<file path="src/rtl/sram_seq_pkg.sv">
package sram_seq_pkg;
  typedef enum logic [2:0] {
    ST_IDLE, ST_WSETUP, ST_WPULSE, ST_WHOLD, ST_WRECOV, ST_RACC, ST_DONE
  } seq_st_e;

  function automatic int max_i(int a, int b);
    return (a > b) ? a : b;
  endfunction
endpackage

</file>
<file path="src/rtl/sram_phase_cnt.sv">
module sram_phase_cnt #(
  parameter int CW = 4
) (
  input  logic          clk_i,
  input  logic          rst_ni,
  input  logic          load_i,
  input  logic [CW-1:0] load_val_i,
  output logic          zero_o
);
  logic [CW-1:0] cnt_q;

  always_ff @(posedge clk_i or negedge rst_ni) begin
    if (!rst_ni)             cnt_q <= '0;
    else if (load_i)         cnt_q <= load_val_i;
    else if (cnt_q != '0)    cnt_q <= cnt_q - 1'b1;
  end

  assign zero_o = (cnt_q == '0);
endmodule

</file>
<file path="src/rtl/sram_rd_capture.sv">
module sram_rd_capture #(
  parameter int DW = 8
) (
  input  logic          clk_i,
  input  logic          rst_ni,
  input  logic          cap_i,
  input  logic [DW-1:0] d_i,
  output logic [DW-1:0] q_o
);
  always_ff @(posedge clk_i or negedge rst_ni) begin
    if (!rst_ni)    q_o <= '0;
    else if (cap_i) q_o <= d_i;
  end
endmodule

</file>
<file path="src/rtl/sram_seq_ctrl.sv">
module sram_seq_ctrl
  import sram_seq_pkg::*;
#(
  parameter int AW    = 4,
  parameter int DW    = 8,
  parameter int T_AS  = 1,
  parameter int T_DW  = 2,
  parameter int T_DH  = 1,
  parameter int T_WR  = 1,
  parameter int T_ACC = 3,
  parameter int T_WC  = 7,
  parameter int T_RC  = 2
) (
  input  logic          clk_i,
  input  logic          rst_ni,
  input  logic          req_i,
  input  logic          we_i,
  input  logic [AW-1:0] addr_i,
  input  logic [DW-1:0] wdata_i,
  output logic          busy_o,
  output logic          done_o,
  output logic [DW-1:0] rdata_o,
  output logic [AW-1:0] mem_addr_o,
  output logic          mem_ce_no,
  output logic          mem_oe_no,
  output logic          mem_we_no,
  output logic [DW-1:0] mem_dq_o,
  output logic          mem_dq_oe_o,
  input  logic [DW-1:0] mem_dq_i
);
  localparam int W_SUM   = T_AS + T_DW + T_DH + T_WR;
  localparam int W_PAD   = max_i(T_WC - W_SUM, 0);
  localparam int T_REC   = T_WR + W_PAD;          // recovery absorbs the stretch
  localparam int R_LEN   = max_i(T_ACC, T_RC);
  localparam int MAX_LEN = max_i(max_i(max_i(T_AS, T_DW), max_i(T_DH, T_REC)), R_LEN);
  localparam int CW      = $clog2(MAX_LEN + 1);

  seq_st_e       st_q, st_d;
  logic [AW-1:0] addr_q;
  logic [DW-1:0] wdata_q;
  logic          load;
  logic [CW-1:0] load_val;
  logic          cnt_zero;
  logic          take;

  assign take = (st_q == ST_IDLE) && req_i;

  always_comb begin
    st_d     = st_q;
    load     = 1'b0;
    load_val = '0;
    unique case (st_q)
      ST_IDLE: if (req_i) begin
        load = 1'b1;
        if (we_i) begin st_d = ST_WSETUP; load_val = CW'(T_AS - 1); end
        else      begin st_d = ST_RACC;   load_val = CW'(R_LEN - 1); end
      end
      ST_WSETUP: if (cnt_zero) begin st_d = ST_WPULSE; load = 1'b1; load_val = CW'(T_DW - 1); end
      ST_WPULSE: if (cnt_zero) begin st_d = ST_WHOLD;  load = 1'b1; load_val = CW'(T_DH - 1); end
      ST_WHOLD:  if (cnt_zero) begin st_d = ST_WRECOV; load = 1'b1; load_val = CW'(T_REC - 1); end
      ST_WRECOV: if (cnt_zero) st_d = ST_DONE;
      ST_RACC:   if (cnt_zero) st_d = ST_DONE;
      ST_DONE:   st_d = ST_IDLE;
      default:   st_d = ST_IDLE;
    endcase
  end

  always_ff @(posedge clk_i or negedge rst_ni) begin
    if (!rst_ni) begin
      st_q    <= ST_IDLE;
      addr_q  <= '0;
      wdata_q <= '0;
    end else begin
      st_q <= st_d;
      if (take) begin
        addr_q  <= addr_i;
        wdata_q <= wdata_i;
      end
    end
  end

  sram_phase_cnt #(.CW(CW)) u_cnt (
    .clk_i     (clk_i),
    .rst_ni    (rst_ni),
    .load_i    (load),
    .load_val_i(load_val),
    .zero_o    (cnt_zero)
  );

  sram_rd_capture #(.DW(DW)) u_cap (
    .clk_i (clk_i),
    .rst_ni(rst_ni),
    .cap_i ((st_q == ST_RACC) && cnt_zero),
    .d_i   (mem_dq_i),
    .q_o   (rdata_o)
  );

  assign busy_o      = (st_q != ST_IDLE);
  assign done_o      = (st_q == ST_DONE);
  assign mem_addr_o  = addr_q;
  assign mem_dq_o    = wdata_q;
  assign mem_ce_no   = (st_q == ST_IDLE) || (st_q == ST_DONE);
  assign mem_oe_no   = (st_q != ST_RACC);
  assign mem_we_no   = (st_q != ST_WPULSE);
  assign mem_dq_oe_o = (st_q == ST_WPULSE) || (st_q == ST_WHOLD);
endmodule

</file>
<file path="config.mk">
export PLATFORM = sky130hd
export DESIGN_NAME = sram_seq_ctrl
export DESIGN_NICKNAME = d
export VERILOG_FILES = /design/src/rtl/sram_seq_pkg.sv /design/src/rtl/sram_phase_cnt.sv /design/src/rtl/sram_rd_capture.sv /design/src/rtl/sram_seq_ctrl.sv
export SDC_FILE = /design/constraint.sdc
export NUM_CORES = 1
export LEC_CHECK = 0
export ABC_AREA = 1
export BUFFER_PORTS_ARGS = -buffer_cell sky130_fd_sc_hd__buf_2
export CAP_MARGIN = 10
export CORE_UTILIZATION = 40
export DETAILED_ROUTE_END_ITERATION = 7
export PLACE_DENSITY_LB_ADDON = 0.15
export RECOVER_POWER = 100
export SLEW_MARGIN = 20
export SYNTH_ARGS = -nofsm -noshare
export SYNTH_HDL_FRONTEND = slang
export SYNTH_HIERARCHICAL = 1
export SYNTH_SLANG_ARGS = --single-unit
</file>
<file path="constraint.sdc">
create_clock -name clk_i -period 3.5 [get_ports clk_i]
set_input_delay 0 -clock clk_i [delete_from_list [all_inputs] [get_ports clk_i]]
set_output_delay 0 -clock clk_i [all_outputs]
set_load 0.005 [all_outputs]
</file>
## Yosys cells after proc, flatten, opt, wreduce, memory -nomap -nowiden

Index checks and enable logic that the tools add are counted.
W data, S select, Z words.

- Muxes and demuxes: 17
- Eq/ne operators: 13
- Add/sub/neg operators: 1
- Reduce and logical (&&, ||, !) cells: 12

Operators with widths:

| kind | count |
|---|---|
| $mux W3 | 6 |
| $pmux W3 S5 | 1 |
| $mux W2 | 5 |
| $eq A3 B3 Y1 const B | 3 |
| $ne A2 B2 Y1 const B | 4 |
| $eq A3 B2 Y1 const B | 2 |
| $pmux W2 S3 | 1 |
| $reduce_and A5 Y1 | 1 |
| $reduce_bool A2 Y1 | 2 |
| $eq A3 B1 Y1 const B | 1 |
| $logic_not A3 Y1 | 1 |
| $mux W1 | 3 |
| $ne A3 B2 Y1 const B | 1 |
| $ne A3 B3 Y1 const B | 1 |
| $reduce_bool A3 Y1 | 1 |
| $reduce_or A3 Y1 | 1 |
| $logic_and A1 B1 Y1 | 2 |
| $logic_not A2 Y1 | 1 |
| $logic_or A1 B1 Y1 | 2 |
| $ne A2 B1 Y1 const B | 1 |
| $pmux W1 S2 | 1 |
| $reduce_or A2 Y1 | 1 |
| $sub A2 B1 Y2 const B | 1 |

- Output and inout bits: 26
- Flip-flop bits (word level): 25

## Longest topological paths before layout

- Depth in word-level cells: 4
- Depth in mapped cells: 10
- Mapped depth without buffers: 9

## Cells and area by module

The synthesis kept the hierarchy.

By module, submodules not included:

| module | sequential area each (sq um) | area an instance (sq um) | cells each | instances |
|---|---|---|---|---|
| sram_seq_ctrl | 375.4 | 734.5 | 89 | 1 |
| sram_rd_capture | 200.2 | 305.3 | 34 | 1 |
| sram_phase_cnt | 50.0 | 120.1 | 17 | 1 |

## Least setup slack after synthesis

Ideal clock, no wire load.

- Path type: register to register
- Start: register st_q[1]
- End: register u_cnt.cnt_q[1]
- Cell stages (with the launch flop): 11
- Arrival time: 1.389 ns
- Path slack: 2.046 ns
- Path through: dfrtp_1 > inv_2 > nand2_2 > nor2_4 > nand2_4 > buf_6 > o21ai_0 > inv_1 > nand2_1 > nand2_1 > nand2_1

- Cells in the longest elaborated chain, start to end: 4

RTL lines:

| what | line | RTL |
|---|---|---|
| from (decl) | sram_seq_ctrl.sv:38 | `seq_st_e st_q, st_d;` |
| from (signal assigned) | sram_seq_ctrl.sv:74 | `st_q <= st_d;` |
| $eq A3 B2 Y1 / $eq A3 B1 Y1 (equally long branches) | sram_seq_ctrl.sv:52 | `unique case (st_q)` |
| $reduce_or A3 Y1 (no source line) | -- |  |
| $pmux W1 S2 * | sram_seq_ctrl.sv:52 |  |
| via load | sram_seq_ctrl.sv:41 | `logic load;` |
| $mux W2 / $reduce_bool A2 Y1 (equally long branches) | -- |  |
| to (signal assigned) | sram_phase_cnt.sv:14 | `else if (load_i) cnt_q <= load_val_i;` |
| to (signal assigned) | sram_phase_cnt.sv:15 | `else if (cnt_q != '0) cnt_q <= cnt_q - 1'b1;` |
| to (decl) | sram_phase_cnt.sv:10 | `logic [CW-1:0] cnt_q;` |

The timed path passes the listed nets; every way through them passes the cells marked *.
A chain may end at the register's enable or synchronous reset.

## Worst setup path in the final report

- Start: register st_q[1]
- End: register u_cnt.cnt_q[0]

The elaborated chain is that of the path after synthesis.

==> metrics.yaml <==
finalHoldViolCount: 0
p_int_uw: 709
cts_made_buffers: 3
p_sw_uw: 530
hp-class: "primary input to flop"
max_stage_delay_ns: 0.74
drive_above_1_share_pct: 21.9
postRouteAntennaNets: 0
cp_top_family: "simple AND/OR/NAND/NOR gates"
synthCells: 140
finalSetupViolCount: 0
ys_seq_area_share_pct: 53.9
synth.area.top_cells: "dfrtp_1 (54%), nand2_1 (21%), nand3_1 (8.2%), buf_6 (2.9%), o21ai_0 (2.6%)"
rows: 19
grt_pass1_vias: 1112
start_util_pct: 42.1
slowest_stage: "nor2_1"
regArea_sq_um: 626
power_density_nw_per_um2: 764
nFillCells: 264
multi_input_area_sq_um: 452
n_antenna_cell: 0
synth_top_area_cell: "dfrtp_1"
detailed_place_hpwl_microns: 1890
antenna_found_initial: 0
postCtsHoldBufs: 21
relSlewSlack_pct: 11.4
instances_no_fill: 241
vias: 1139
drv_cap: 0
fin_setup_tns_ns: 0
cts_setup_buffers: 0
worstPathArrival_ns: 2.68
die_height_microns: 55.9
routed_wl_microns: 2860
ys_warn_count: 6
die_w_microns: 55.9
crit_type: "flop to flop"
p_comb_share_pct: 47.2
io_pins: 50
critPathCaptureType: "flop"
post-route-drc-count: 0
clock_skew_ns: 0.0154
wire_per_inst_microns: 11.9
grt_max_degree: 26
p_clk_share_pct: 10.5
worstSkewPairLatency_ns: 0.32
synth_cell_types: 16
via_per_inst: 4.73
worst_setup_path_start_kind: "flop"
yosysTopAreaCellShare_pct: 53.9
core_area_sq_um: 2760
drtIter0Drc: 34
overflow: 0
grt_pass1_wl_microns: 4820
clockBufferDepth: 2
ir_worst_vdd_mv: 0.474
cts_tree: "done"
grt_usage_pct: 19.7
dr.pass1.iters: 4
cts_root_buffer: "clkbuf_4"
crit_chain: "inv_1, nand2_2, nor2_1, nand2_4, o21ai_0, inv_1, nand2_1, nand2_1, nand2_1"
post_cts_resized: 0
place_inst: 216
crit_top_cell: "nand2_1"
port_buffers: 49
syn2layout_area_growth_pct: 39.9
synth_fp_nets: 165
leakagePower_uw: 0.000883
crit_path_max_fanout: 15
switching_share_pct: 42.8
fmax_mhz: 413
period_minus_slack_ns: 2.42
nNetsFinal: 236
status: "complete, no violations"
crit_buf_inv: 2
cts.sinks: 25
die-area_sq_um: 3120
p_seq_share_pct: 42.4
rsz0062_at_grt: "false"
synth.avg_cell_area_sq_um: 8.28
period_share_pct: 69.2
maxSlewViolCount: 0
path_clk_slew_ns: 0.15
gp_congestion: 0.863
tightest_slew_ns: 1.33
synthesis.area_sq_um: 1160
crit_required_ns: 3.76
ys_seq_elements: 25
htree_levels: 1
[synthesized netlist by cell type]
cell,instances
inv_1,7
o22ai_2,1
o21ai_0,6
inv_2,3
clkbuf_1,1
o211ai_1,3
dfrtp_1,25
nand2_1,64
nor4_1,1
nand2_2,1
nand3_1,19
ha_1,1
nor2_4,1
nor2_1,3
buf_6,3
nand2_4,1
[cell usage in the layout, fill, tap and decap left out]
cell type      count
inv_1              9
nand2_2            1
nor4_1             1
dlygate4sd3_1     21
inv_2              1
o211ai_1           3
nand2_1           64
dfrtp_1           25
nor2_1             4
nand2_4            1
o22ai_2            1
ha_1               1
clkinv_2           1
o21ai_0            6
buf_2             38
clkbuf_4           3
clkbuf_1          11
nand3_1           19
[flip-flops by register name (all words and copies together) (netlist names)]
signal       count
mem_dq_o         8
mem_addr_o       4
u_cap/q_o        8
u_cnt/cnt_q      2
st_q             3
[worst reg2reg max path, stage by stage (launching register included)]
cell and delay [ns]:
dfrtp_1 0.47, inv_1 0.17, nand2_2 0.07, nor2_1 0.74
nand2_4 0.26, o21ai_0 0.28, inv_1 0.15, nand2_1 0.11
nand2_1 0.06, nand2_1 0.05
[power groups by stage]
stage / combinational (uW) / sequential (uW) / clock [uW]
3_5_place_dp: 592 / 533 / 0
2_1_floorplan: 374 / 533 / 0
6_report: 585 / 525 / 130
3_3_place_gp: 575 / 524 / 0
4_1_cts: 611 / 527 / 134
5_1_grt: 681 / 543 / 143
[final timing paths]
path | endpoint | start | depth (start not counted) | slack, ns
setup / recovery | u_cnt/cnt_q[0] | st_q[1] | 9 | 1.08
hold reg to reg | mem_dq_o[6] | mem_dq_o[6] | 2 | 0.48
hold / removal | st_q[2] | we_i | 4 | 0.03
min in group asynchronous | mem_dq_o[7] | rst_ni | 2 | 0.48
max in group asynchronous | st_q[2] | rst_ni | 2 | 2.23
setup reg to reg | u_cnt/cnt_q[0] | st_q[1] | 9 | 1.08
[per-stage QoR]
step / util [%] / instance area (sq um) / hold slack, ns / setup WS [ns] / power, uW
6_report: 58.8 / 1620 / 0.0300 / 1.08 / 1240
5_1_grt: 58.8 / 1620 / 0.0488 / 0.837 / 1370
4_1_cts: 59.6 / 1640 / 0.0263 / 1.64 / 1270
3_5_place_dp: 51.0 / 1410 / 0.0313 / 1.64 / 1120
3_3_place_gp: 51.0 / 1410 / 0.0242 / 1.73 / 1100
2_1_floorplan: - / 1160 / -0.296 / 2.05 / 907
[logic make-up after synthesis]
group           count (synthesis)  share of synthesized area, %
flops                          25                          53.9
simple gates                   90                          32.9
compound gates                 10                          5.61
fa+ha+maj                       1                          1.08
buf+inv                        14                          6.47
[area by class of cell]
type	count	area share (%)
multi-input cells	101	27.8
repair buffers	70	27.2
well taps	31	2.39
flip-flops and latches	25	38.6
clock buffers	3	1.39
clock inverters	1	0.308
inverters	10	2.31
[per-layer routing]
metal  share of wire (%)  global-route usage [%]  vias up
met5                   0                       0        -
met1                  42                    22.5      525
met3                 4.5                    5.58        2
met2                  53                    37.7       27
li1                    -                       -      585
met4                0.45                    2.09        0
Note: power is estimated with default switching activity, not from simulation.
